`config.mk`:
```
export PLATFORM = sky130hd
export DESIGN_NAME = lagcarry_decoder
export DESIGN_NICKNAME = d
export VERILOG_FILES = /design/src/rtl/lcd_pkg.sv /design/src/rtl/lcd_fix_slice.sv /design/src/rtl/lcd_pipe_reg.sv /design/src/rtl/lagcarry_decoder.sv
export SDC_FILE = /design/constraint.sdc
export NUM_CORES = 1
export LEC_CHECK = 0
export BUFFER_PORTS_ARGS = -buffer_cell sky130_fd_sc_hd__clkbuf_2
export CAP_MARGIN = 20
export CORE_ASPECT_RATIO = 0.5
export CORE_UTILIZATION = 58
export DETAILED_ROUTE_END_ITERATION = 10
export PLACE_DENSITY_LB_ADDON = 0.12
export SLEW_MARGIN = 10
export SYNTH_ARGS = -nofsm -noshare
export SYNTH_HDL_FRONTEND = slang
export SYNTH_SLANG_ARGS = --single-unit
export TNS_END_PERCENT = 100
```
`constraint.sdc`:
```
create_clock -name clk -period 2.6 [get_ports clk]
set_input_delay 0.26 -clock clk [delete_from_list [all_inputs] [get_ports clk]]
set_output_delay 0.26 -clock clk [all_outputs]
set_load 0.005 [all_outputs]
```
`src/rtl/lcd_pkg.sv`:
```
package lcd_pkg;

  // First correction step (inclusive) handled by pipeline stage s.
  function automatic int stage_lo(input int s, input int steps, input int stages);
    return 1 + (s * steps) / stages;
  endfunction

  // Last correction step (inclusive) handled by pipeline stage s.
  function automatic int stage_hi(input int s, input int steps, input int stages);
    return ((s + 1) * steps) / stages;
  endfunction

endpackage

```
`src/rtl/lcd_fix_slice.sv`:
```
// Applies correction steps LO..HI (ascending) to a word; combinational.
module lcd_fix_slice #(
  parameter int W  = 8,
  parameter int LO = 1,
  parameter int HI = 7
) (
  input  logic         clk,
  input  logic         rst,
  input  logic [W-1:0] raw_i,
  output logic [W-1:0] fix_o
);

  function automatic logic [W-1:0] low_mask(input int k);
    logic [W-1:0] m;
    m = '0;
    for (int j = 0; j < W; j++) begin
      if (j < k) m[j] = 1'b1;
    end
    return m;
  endfunction

  always_comb begin
    logic [W-1:0] w;
    w = raw_i;
    for (int k = 1; k < W; k++) begin
      if (k >= LO && k <= HI) begin
        if ((w & low_mask(k)) < W'(k)) w[k] = ~w[k];
      end
    end
    fix_o = w;
  end


  bit0_keep_chk: assert property (@(posedge clk) disable iff (rst)
    fix_o[0] == raw_i[0]);

  for (genvar k = 1; k < W; k++) begin : g_chk
    localparam logic [W-1:0] LMASK = (W'(1) << k) - W'(1);
    if (k >= LO && k <= HI) begin : g_own

      step_rule_chk: assert property (@(posedge clk) disable iff (rst)
        ((fix_o & LMASK) < W'(k)) == (fix_o[k] != raw_i[k]));
    end else begin : g_other

      step_skip_chk: assert property (@(posedge clk) disable iff (rst)
        fix_o[k] == raw_i[k]);
    end
  end

endmodule

```
`src/rtl/lcd_pipe_reg.sv`:
```
// One valid/ready register stage.
module lcd_pipe_reg #(
  parameter int W = 8
) (
  input  logic         clk,
  input  logic         rst,
  input  logic         up_valid,
  output logic         up_ready,
  input  logic [W-1:0] up_data,
  output logic         dn_valid,
  input  logic         dn_ready,
  output logic [W-1:0] dn_data
);

  logic         vq;
  logic [W-1:0] dq;
  logic         load;

  assign load     = ~vq | dn_ready;
  assign up_ready = load;
  assign dn_valid = vq;
  assign dn_data  = dq;

  always_ff @(posedge clk) begin
    if (rst) begin
      vq <= 1'b0;
      dq <= '0;
    end else if (load) begin
      vq <= up_valid;
      if (up_valid) dq <= up_data;
    end
  end


  hold_valid_chk: assert property (@(posedge clk) disable iff (rst)
    (dn_valid && !dn_ready) |=> dn_valid);


  hold_data_chk: assert property (@(posedge clk) disable iff (rst)
    (dn_valid && !dn_ready) |=> $stable(dn_data));


  reset_idle_chk: assert property (@(posedge clk)
    rst |=> !dn_valid);

endmodule

```
`src/rtl/lagcarry_decoder.sv`:
```
// Decodes the state word of a carry-per-clock counter into binary.
module lagcarry_decoder #(
  parameter int WIDTH  = 32,
  parameter int STAGES = 4
) (
  input  logic             clk,
  input  logic             rst,
  input  logic             in_valid,
  output logic             in_ready,
  input  logic [WIDTH-1:0] in_word,
  output logic             out_valid,
  input  logic             out_ready,
  output logic [WIDTH-1:0] out_word
);

  localparam int STEPS = WIDTH - 1;

  if (STAGES == 0) begin : g_comb
    lcd_fix_slice #(.W(WIDTH), .LO(1), .HI(STEPS)) u_slice (
      .clk   (clk),
      .rst   (rst),
      .raw_i (in_word),
      .fix_o (out_word)
    );
    assign out_valid = in_valid;
    assign in_ready  = out_ready;
  end else begin : g_pipe
    logic [WIDTH-1:0] st_word [0:STAGES];
    logic             st_valid [0:STAGES];
    logic             st_ready [0:STAGES];

    assign st_word[0]      = in_word;
    assign st_valid[0]     = in_valid;
    assign in_ready        = st_ready[0];
    assign out_word        = st_word[STAGES];
    assign out_valid       = st_valid[STAGES];
    assign st_ready[STAGES] = out_ready;

    for (genvar s = 0; s < STAGES; s++) begin : g_stage
      localparam int LO = lcd_pkg::stage_lo(s, STEPS, STAGES);
      localparam int HI = lcd_pkg::stage_hi(s, STEPS, STAGES);
      logic [WIDTH-1:0] fixed;

      lcd_fix_slice #(.W(WIDTH), .LO(LO), .HI(HI)) u_slice (
        .clk   (clk),
        .rst   (rst),
        .raw_i (st_word[s]),
        .fix_o (fixed)
      );

      lcd_pipe_reg #(.W(WIDTH)) u_reg (
        .clk      (clk),
        .rst      (rst),
        .up_valid (st_valid[s]),
        .up_ready (st_ready[s]),
        .up_data  (fixed),
        .dn_valid (st_valid[s+1]),
        .dn_ready (st_ready[s+1]),
        .dn_data  (st_word[s+1])
      );
    end
  end


  ready_reach_chk: assert property (@(posedge clk) disable iff (rst)
    out_ready |-> in_ready);

endmodule

```
# Word-level counts from Yosys, hierarchy flattened
# Index checks and enable logic that the tools add are counted.
# Widths: inputs -> output; s select.
dict set report word_totals {
  register_bits 132
  elab_cells 113
  in_bits 36
  output_inout_bits 34
}
dict set report classes {
  order_cmp 31
  reduce_logical 4
  n_mux 31
  bitwise_logic 39
}
# op n
set op_table {}
lappend op_table {{$not 1->1} 35}
lappend op_table {{$lt 31x5->1 const B} 1}
lappend op_table {{$mux 1} 31}
lappend op_table {{$lt 30x5->1 const B} 1}
lappend op_table {{$lt 29x5->1 const B} 1}
lappend op_table {{$lt 28x5->1 const B} 1}
lappend op_table {{$lt 27x5->1 const B} 1}
lappend op_table {{$lt 26x5->1 const B} 1}
lappend op_table {{$lt 25x5->1 const B} 1}
lappend op_table {{$lt 24x5->1 const B} 1}
lappend op_table {{$lt 23x5->1 const B} 1}
lappend op_table {{$lt 22x5->1 const B} 1}
lappend op_table {{$lt 21x5->1 const B} 1}
lappend op_table {{$lt 20x5->1 const B} 1}
lappend op_table {{$lt 19x5->1 const B} 1}
lappend op_table {{$lt 18x5->1 const B} 1}
lappend op_table {{$lt 17x5->1 const B} 1}
lappend op_table {{$lt 16x5->1 const B} 1}
lappend op_table {{$lt 15x4->1 const B} 1}
lappend op_table {{$lt 14x4->1 const B} 1}
lappend op_table {{$lt 13x4->1 const B} 1}
lappend op_table {{$lt 12x4->1 const B} 1}
lappend op_table {{$lt 11x4->1 const B} 1}
lappend op_table {{$lt 10x4->1 const B} 1}
lappend op_table {{other kinds (11)} 17}

# Logic depth before layout (Yosys ltp)
# Gate-level depths: netlist of run 1.
dict set report depth {
  word_depth 16
  depth_mapped 9
  mapped_depth_nobuf 9
}

# By module
# A second synthesis of run 1 with hierarchy kept.
dict set report unflattened {
  cells_unflattened 918
  area_unflattened_um2 8135.3
}
# module instances seq_area_each_um2 cells_per_inst area_per_inst_um2
set modules_own_cells {}
lappend modules_own_cells {lcd_pipe_reg 4 660.6 150 1443.9}
lappend modules_own_cells {{lcd_fix_slice (g_pipe.g_stage[3].u_slice)} 1 0.0 95 681.9}
lappend modules_own_cells {{lcd_fix_slice (g_pipe.g_stage[2].u_slice)} 1 0.0 94 665.6}
lappend modules_own_cells {{lcd_fix_slice (g_pipe.g_stage[1].u_slice)} 1 0.0 76 610.6}
lappend modules_own_cells {{lcd_fix_slice (g_pipe.g_stage[0].u_slice)} 1 0.0 53 401.6}

# Least setup slack after synthesis of run 1
# Ideal clock, no wire load.
dict set report synth_path {
  path_kind {register -> register}
  start {register g_pipe.g_stage[1].u_reg.dq[2]}
  end {register g_pipe.g_stage[2].u_reg.dq[23]}
  setup_time_ps 91
  period_less_slack_ps 2122
  t_arrival_ps 2031
  slack_ps 478
  n_path_buf 1
  required_ps 2509
  stages_incl_launch_ff 8
  path_cell_list {dfxtp_1 buf_2 nor4bb_1 nor2_1 o21a_1 xnor2_1 or4_1 a311oi_1}
}
dict set report synth_between {
  elab_chain_len 16
}
# element line
set synth_rtl {}
lappend synth_rtl {{start, declared} lcd_pipe_reg.sv:16} ;# logic [W-1:0] dq;
lappend synth_rtl {{start signal, assigned} lcd_pipe_reg.sv:30} ;# if (up_valid) dq <= up_data;
lappend synth_rtl {{$lt 16x5->1} lcd_fix_slice.sv:27} ;# if ((w & low_mask(k)) < W'(k)) w[k] = ~w[k];
lappend synth_rtl {{$mux 1} lcd_fix_slice.sv:27}
lappend synth_rtl {{$lt 17x5->1} lcd_fix_slice.sv:27}
lappend synth_rtl {{$mux 1} lcd_fix_slice.sv:27}
lappend synth_rtl {{$lt 18x5->1} lcd_fix_slice.sv:27}
lappend synth_rtl {{$mux 1} lcd_fix_slice.sv:27}
lappend synth_rtl {{$lt 19x5->1} lcd_fix_slice.sv:27}
lappend synth_rtl {{$mux 1} lcd_fix_slice.sv:27}
lappend synth_rtl {{$lt 20x5->1} lcd_fix_slice.sv:27}
lappend synth_rtl {{$mux 1} lcd_fix_slice.sv:27}
lappend synth_rtl {{$lt 21x5->1} lcd_fix_slice.sv:27}
lappend synth_rtl {{$mux 1} lcd_fix_slice.sv:27}
lappend synth_rtl {{$lt 22x5->1} lcd_fix_slice.sv:27}
lappend synth_rtl {{$mux 1} lcd_fix_slice.sv:27}
lappend synth_rtl {{$lt 23x5->1 *} lcd_fix_slice.sv:27}
lappend synth_rtl {{$mux 1 *} lcd_fix_slice.sv:27}
lappend synth_rtl {{end signal, assigned} lcd_pipe_reg.sv:30}
lappend synth_rtl {{end, declared} lcd_pipe_reg.sv:16}
# Every way passes the cells marked *; elsewhere a longest branch is shown, timed or not.
# A chain may end at the register's enable or synchronous reset.

# Worst setup path in the final report of run 1
dict set report layout_path {
  start {register g_pipe.g_stage[0].u_reg.dq[3]}
  end {register g_pipe.g_stage[1].u_reg.dq[13]}
}
dict set report layout_between {
  elab_chain_len 12
}
# element line
set layout_rtl {}
lappend layout_rtl {{start, declared} lcd_pipe_reg.sv:16}
lappend layout_rtl {{start signal, assigned} lcd_pipe_reg.sv:30}
lappend layout_rtl {{$lt 8x4->1} lcd_fix_slice.sv:27}
lappend layout_rtl {{$mux 1} lcd_fix_slice.sv:27}
lappend layout_rtl {{$lt 9x4->1} lcd_fix_slice.sv:27}
lappend layout_rtl {{$mux 1} lcd_fix_slice.sv:27}
lappend layout_rtl {{$lt 10x4->1} lcd_fix_slice.sv:27}
lappend layout_rtl {{$mux 1} lcd_fix_slice.sv:27}
lappend layout_rtl {{$lt 11x4->1} lcd_fix_slice.sv:27}
lappend layout_rtl {{$mux 1} lcd_fix_slice.sv:27}
lappend layout_rtl {{$lt 12x4->1} lcd_fix_slice.sv:27}
lappend layout_rtl {{$mux 1} lcd_fix_slice.sv:27}
lappend layout_rtl {{$lt 13x4->1 *} lcd_fix_slice.sv:27}
lappend layout_rtl {{$mux 1 *} lcd_fix_slice.sv:27}
# Marked as above.

==> results of run 1 <==
[layer usage]
metal	vias up	share of wire (%)
met1	2395	51
li1	2706	-
met3	21	6.8
met4	0	1.2
met2	148	41
met5	-	0
[synth_stat cells (4+ instances only)]
master	count
nand2_1	218
dfxtp_1	132
a21oi_1	116
nor2_1	52
clkbuf_1	45
a211oi_1	27
xnor2_1	17
xor2_1	15
nor3_1	11
inv_1	9
o21ai_0	8
mux2i_1	7
nor2b_1	7
nand2b_1	6
nand3_1	6
nor4_1	6
or4_1	6
buf_2	5
a31oi_1	4
and2_1	4
nand4_1	4
nor3b_1	4
or3_1	4
[power groups by stage]
stage          logic [µW]  registers, µW  clock network (µW)
6_report              367           2170                2440
5_1_grt               413           2170                2570
4_1_cts               368           2160                2470
3_5_place_dp          366           2210                   0
3_3_place_gp          355           2200                   0
2_1_floorplan         292           2170                   0
[final cells by class]
type | count | area share, %
clock inverter | 15 | 2.60
inverter | 9 | 0.485
sequential | 132 | 37.9
multi-input combinational | 570 | 43.8
clock buffer | 17 | 6.11
tap | 135 | 2.43
timing repair buffer | 82 | 6.68
[worst min path at each step]
stage / startpoint / to / cells after the start
after global placement: g_pipe.g_stage[0].u_reg.dn_data[29] / g_pipe.g_stage[1].u_reg.dn_data[29] / 2
final: in_word[9] / g_pipe.g_stage[0].u_reg.dn_data[9] / 3
after global routing: in_word[19] / g_pipe.g_stage[0].u_reg.dn_data[19] / 3
after floorplan: in_valid / g_pipe.g_stage[0].u_reg.dn_valid / 2
after CTS: in_word[9] / g_pipe.g_stage[0].u_reg.dn_data[9] / 3
after detailed placement: g_pipe.g_stage[0].u_reg.dn_data[20] / g_pipe.g_stage[1].u_reg.dn_data[20] / 2
[per-stage QoR]
stage	worst slack (ps)	cells	total power [µW]	util, %	cell area (µm²)
floorplan	478	770	2460	-	5980
global placement	408	927	2560	65.2	6340
detailed placement	253	928	2570	65.4	6360
CTS	236	960	5000	71.6	6970
global route	121	960	5160	71.6	6970
finish	201	960	4970	71.6	6970
[worst register-to-register path: stages (launching register included)]
cell and delay [ps]:
dfxtp_1 520, or3b_2 470, a2bb2oi_1 160, o32ai_1 480, o2111ai_1 220, xor2_1 180
a211oi_1 260
[sequential cells by signal, indices dropped and copies added, names as in the netlist]
signal                         count
g_pipe.g_stage.u_reg.dn_valid      4
g_pipe.g_stage.u_reg.dn_data     128
[cells by family (layout without fill, tap and decap cells)]
group	Yosys count	count (layout)	share of synthesized area [%]
buf+inv	68	123	4.96
simple gates	346	346	25.7
xor+xnor	32	32	4.69
flops	132	132	44.2
fa+ha+maj	3	3	0.628
mux	7	7	1.17
compound gates	182	182	18.7
==> summary.txt, run 1 <==
Status
  – Status: finished, final reports clean

Routing
  – DRT Pass-1 Iters: 4
  – Via count: approximately 5.3k
  – Vias/cell: roughly 5.5
  – Detail Route Antenna Nets: 0
  – DRC viols: 0
  – Initial DRC count: roughly 300
  – Drt total wl: 13,500 µm
  – Drt wl/cell: roughly 14 µm

Layout
  – Fill cells: 819
  – Sequential cell area: about 2600 µm²
  – Layout cells sized above 1: roughly 16%
  – Most frequent cells in the layout: nand2_1 (218), dfxtp_1 (132), a21oi_1 (116)
  – Multi-input gate area: 3050 µm²
  – Commonest non-fill, non-tap cell in the layout: nand2_1
  – Ant diodes: 0
  – Layout overhead on the synthesized area: 16.5%
  – Layout net count: about 850

Worst setup path
  – CP Launch Type: flop
  – Arr. time, crit path: 2720 ps
  – Critical Path Fanout Max: 10
  – CP Cell Sequence: or3b_2 -> a2bb2oi_1 -> o32ai_1 -> o2111ai_1 -> xor2_1 -> a211oi_1
  – Path depth of the worst reg2reg path: 6
  – Reg2Reg Setup Slack: 200 ps
  – CP Buf/Inv Count: 0
  – CP startpoint: g_pipe.g_stage[0].u_reg.dn_data[3]
  – Crit end category: flop
  – Worst R2R End: g_pipe.g_stage[1].u_reg.dn_data[13]
  – Top delay family on crit path: compound AO/OA/AOI/OAI gates
  – Slowest CP cell: dfxtp_1
  – Worst Path Required: around 2900 ps
  – Setup CP Type: flop to flop
  – Worst r2r src: g_pipe.g_stage[0].u_reg.dn_data[3]
  – Max incr delay on CP: ~520 ps
  – Worst path depth: 6
  – Crit path capture: g_pipe.g_stage[1].u_reg.dn_data[13]

Die
  – Die ar.: 10,700 µm²
  – Die height: ~74 µm
  – Total core area: 9730 µm²
  – Rows: 25
  – Die Width: 146 µm
  – Io pins: 70
  – Initial core utilization: between 60 and 70%

Clock network
  – Post-CTS Setup Inserts: 0
  – CTS sink cnt: ~130
  – Clock-pin slew on the worst setup and hold paths: 60 ps
  – CTS resizes: 0
  – CTS tree: yes
  – H-tree levels: 4
  – Cts bufs inserted: 17
  – Clock latency on the worst-skew pair: around 420 ps
  – Hold buffers post-CTS: 0
  – Clock root buffer: clkbuf_16
  – Clock Tree Buf Depth: 2

Placed design
  – Detail Placement HPWL: 9150 µm
  – PortBufs: 69
  – RePlAce Congestion: around 0.90

Synthesis
  – Net count after synthesis: roughly 800
  – Sequential area share after synthesis: approximately 44%
  – Syn_area_per_cell: 7.76 µm²
  – Synth Flop Type: dfxtp_1
  – Synth cell types: 61
  – Flops & latches, synth: roughly 130
  – Area contributors post-synth: dfxtp_1 (44%), nand2_1 (14%), a21oi_1 (9.7%)
  – Fraction of registers with async set/reset: 0%
  – Largest area contributor in the netlist: dfxtp_1
  – Synthesized area: 5980 µm²
  – Share of the synthesized area in the top cell type: around 44%
  – Post-synth EDFFs: 0
  – Post-Syn Instances: 770
  – Yosys warnings: 0

Global routing
  – First-pass GRT wire length: ~22,000 µm
  – Total grt overflow: 0
  – Grt met2 use: between 30% and 40%
  – Antenna violations before repair: 0
  – Met1 usage: approximately 38%
  – GRT met3 Usage: 6.65%
  – Overall global routing resource usage: 26.4%
  – Busiest grt layer: met2
  – Vias in the first global route: about 4.5k
  – Pin count of the biggest net entering global routing: 70

Pwr
  – Clock share of power: slightly below 50%
  – Sw Share: 24.5%
  – Peak supply drop: between 0.0004 and 0.0005 V
  – Power Dens Cells: between 700 and 800 nW/µm²
  – Sequential power share: between 40 and 50%
  – LEAKAGE: approximately 0.0026 µW
  – Logic pwr share: under 10%
  – Internal: approximately 3800 µW
  – NetSw: roughly 1200 µW

Timing
  – Tcrit/Tclk final: 92.3%
  – Slew HR: roughly a third
  – RSZ-0062 raised after global routing: false
  – Setup TNS: 0 ps
  – Final Hold Fails: 0
  – Slew Limit Fails: 0
  – Crit path time final: 2400 ps
  – Slew @ Worst Pin: slightly below 1000 ps
  – Worst hold slack: 56.9 ps
  – Final Setup Violations: 0
  – Max Freq: approximately 0.42 GHz
  – Layout Skew: 8.20 ps

Worst hold path
  – Min-delay worst type: input port to flop

Flow run
  – Max-Cap Viols: 0
Power figures use the tool's default switching activity.
==> run 2: changes to the inputs <==
Settings changed: CAP_MARGIN 20 to 5, CORE_UTILIZATION 58 to 61, SYNTH_HIERARCHICAL set to 1.
==> run 2 against run 1 <==
  * The flow now finishes with violations (design-rule violations)
  * First-iteration DRC count is 83% higher
  * Final cell count is 7.0% higher
  * Die area is 29% higher
  * Sequential power hardly changed
  * Synthesized cell count is 19% higher
  * Critical path depth is 3 higher
  * Critical endpoint is now g_pipe.g_stage[3].u_reg/dn_data[30]
  * Highest routed layer unchanged
==> summary.txt, run 2 <==
Status
  – Status: complete, but fails checks
  – Failing checks: design-rule violations

Pwr
  – Logic pwr share: 8.5% (+1.1 points)
  – Clock share of power: 48.1% (-1.0 points)
  – LEAKAGE: 0.00310 µW (+21%)
  – Sw Share: 24.8% (+0.33 points)
  – Internal: 3710 µW (-1.2%)
  – Peak supply drop: 0.000361 V (-25%)
  – Sequential power share: 43.3% (-0.2 points)
  – NetSw: 1230 µW (+0.60%)
  – Power Dens Cells: 597 nW/µm² (-16%)

Routing
  – Detail Route Antenna Nets: 0 (unchanged)
  – DRT Pass-1 Iters: 8 (+4)
  – Via count: 5,935 (+13%)
  – Drt total wl: 16,600 µm (+23%)
  – Drt wl/cell: 16.1 µm (+15%)
  – Initial DRC count: 556 (+83%)
  – DRC viols: 12 (+12)
  – Vias/cell: 5.78 (+5.3%)

Worst setup path
  – Critical Path Fanout Max: 6 (-4)
  – Top delay family on crit path: compound AO/OA/AOI/OAI gates
  – Setup CP Type: flop to flop
  – Slowest CP cell: or3b_4
  – Crit end category: flop
  – Max incr delay on CP: 430 ps (-90 ps)
  – CP Buf/Inv Count: 0 (unchanged)
  – Arr. time, crit path: 2800 ps (+80 ps)
  – Worst Path Required: 2940 ps (+20 ps)
  – CP Launch Type: flop
  – CP Cell Sequence: or3b_4 -> a211oi_4 -> o21ai_0 -> a211oi_2 -> xor2_2 -> a2111oi_2 -> xor2_1 -> nand3_1 -> a21oi_1

Timing
  – Slew HR: 47.7% (+14 points)
  – Setup WS post-layout: 146 ps (-55.6 ps)
  – Crit path time final: 2450 ps (+55.6 ps)
  – Layout Skew: 10.7 ps (+2.51 ps)
  – Slew @ Worst Pin: 784 ps (-209 ps)
  – Worst hold slack: 95.4 ps (+38.5 ps)
  – Max Freq: 0.407 GHz (-2.3%)
  – Final Setup Violations: 0 (unchanged)
  – Final Hold Fails: 0 (unchanged)
  – Tcrit/Tclk final: 94.4% (+2.1 points)
  – Slew Limit Fails: 0 (unchanged)

Global routing
  – Total grt overflow: 0 (unchanged)
  – Grt met2 use: 31.6% (-6.9 points)
  – GRT met3 Usage: 5.46% (-1.2 points)
  – Met1 usage: 41.4% (+3.4 points)
  – Antenna violations before repair: 0 (unchanged)
  – Pin count of the biggest net entering global routing: 69 (-1.4%)
  – Overall global routing resource usage: 25.1% (-1.3 points)
  – Vias in the first global route: 5,219 (+16%)
  – First-pass GRT wire length: 27,600 µm (+25%)
  – Busiest grt layer: met1

Layout
  – Layout overhead on the synthesized area: 1.71%
  – Largest register FFs: 128 (unchanged)
  – Layout cells sized above 1: 32.8% (+17 points)
  – Non-filler instance count after layout: 1,027 (+7.0%)
  – Ant diodes: 0 (unchanged)
  – Most frequent cells in the layout: nand3_1 (134), dfxtp_1 (127), a21oi_1 (118)
  – Commonest non-fill, non-tap cell in the layout: nand3_1
  – Layout net count: 883 (+3.8%)

Placed design
  – Placed instance count: 994 (+7.1%)
  – Detail Placement HPWL: 10,900 µm (+19%)
  – RePlAce Congestion: 0.949 (+5.5%)
  – PortBufs: 69 (unchanged)
  – DP Worst Slack: 91.3 ps (-162 ps)

Synthesis
  – Syn_area_per_cell: 8.86 µm² (+14%)
  – Fraction of registers with async set/reset: 0% (unchanged)
  – Synth cell types: 68 (+11%)
  – Share of the synthesized area in the top cell type: 32.5% (-12 points)
  – Synth Flop Type: dfxtp_1
  – Area contributors post-synth: dfxtp_1 (32%), a21bo_2 (13%), buf_4 (9.2%)
  – Largest area contributor in the netlist: dfxtp_1
  – Post-synth EDFFs: 0 (unchanged)
  – Yosys warnings: 6 (+6)
  – Most frequent cell after synthesis: nand3_1
  – Most frequent cells after synthesis: nand3_1 (134), dfxtp_1 (132), a21oi_1 (118), a21bo_2 (104), buf_4 (100)
  – Synthesized area: 8140 µm² (+36%)
  – Sequential area share after synthesis: 32.5% (-12 points)
  – Net count after synthesis: 957 (+18%)
  – Flops & latches, synth: 132 (unchanged)
  – Post-Syn Instances: 918 (+19%)

Clock network
  – Cts bufs inserted: 17 (unchanged)
  – CTS sink cnt: 132 (unchanged)
  – Clock latency on the worst-skew pair: 410 ps (about the same)
  – Clock root buffer: clkbuf_16
  – H-tree levels: 4 (unchanged)
  – Clock Tree Buf Depth: 2 (unchanged)
  – CTS tree: yes
  – Clock-pin slew on the worst setup and hold paths: 60 ps (about the same)

Die
  – Rows: 29 (+16%)
  – Die Width: 165 µm (+14%)
  – Die ar.: 13,800 µm² (+29%)
  – Io pins: 70 (unchanged)
  – Die height: 83.7 µm (+13%)
  – Total core area: 12,800 µm² (+32%)
  – Initial core utilization: 63.3% (+1.9 points)

Worst hold path
  – Min-delay worst type: input port to flop

Flow run
  – Max-Cap Viols: 0 (unchanged)
==> run 2: worst reg2reg max path: stages, from the launching register on <==
cell	delay (ps)
dfxtp_1	350
or3b_4	430
a211oi_4	240
o21ai_0	150
a211oi_2	310
xor2_2	160
a2111oi_2	340
xor2_1	170
nand3_1	80
a21oi_1	150
==> run 2: timing repair <==
action	in CTS	in global routing
setup buffers	0	1
endpoints found under the setup margin	0	4
gates resized for setup	0	6
hold buffers	0	0
==> run 2: final timing paths <==
kind	end	from	cells past startpoint	slack [ps]
hold reg to reg	g_pipe.g_stage[1].u_reg/dn_data[31]	g_pipe.g_stage[0].u_reg/dn_data[31]	2	490
setup reg to reg	g_pipe.g_stage[3].u_reg/dn_data[30]	g_pipe.g_stage[2].u_reg/dn_data[2]	9	150
hold / removal	g_pipe.g_stage[0].u_reg/dn_data[10]	in_word[10]	3	100
setup / recovery	g_pipe.g_stage[3].u_reg/dn_data[30]	g_pipe.g_stage[2].u_reg/dn_data[2]	9	150
==> run 2: power by group through the flow <==
stage                     clock network [µW]  logic, µW  registers (µW)
after floorplan                            0        421            2150
after global placement                     0        411            2180
after detailed placement                   0        417            2180
after CTS                               2410        418            2140
after global routing                    2530        470            2150
final                                   2380        421            2140
==> run 2: cell type report <==
cell class	instances	area (µm²)
clock buffer	19	443
clock inverter	13	146
fill	1127	4570
inverter	7	26.3
multi-input combinational	599	4290
sequential	132	2650
tap	170	213
timing repair buffer	87	508
==> run 2: kinds of logic (layout without fill, tap and decap cells) <==
group | after synthesis | count (layout) | synth area share [%]
adders and majority gates | 3 | 3 | 0.461
and+or+nand+nor | 238 | 238 | 16.5
AOI/OAI and AO/OA | 311 | 311 | 30.2
xor gates and xnor gates | 44 | 44 | 4.92
buffers and inverters | 187 | 126 | 15.1
DFF | 132 | 132 | 32.5
muxes | 3 | 3 | 0.369
==> run 2: per-stage QoR <==
step	instance area [µm²]	power [µW]	util [%]	setup TNS, ps
floorplan	8140	2580	-	0
global placement	7650	2590	59.6	0
detailed placement	7650	2600	59.6	0
CTS	8240	4970	64.2	0
global route	8270	5150	64.4	-12.8
finish	8270	4940	64.4	0
==> run 2: metal layers <==
metal / wire length [µm] / share of wire [%]
met5: 0 / 0
met4: 97 / 0.58
met2: 6480 / 39
met3: 797 / 4.8
met1: 9210 / 56
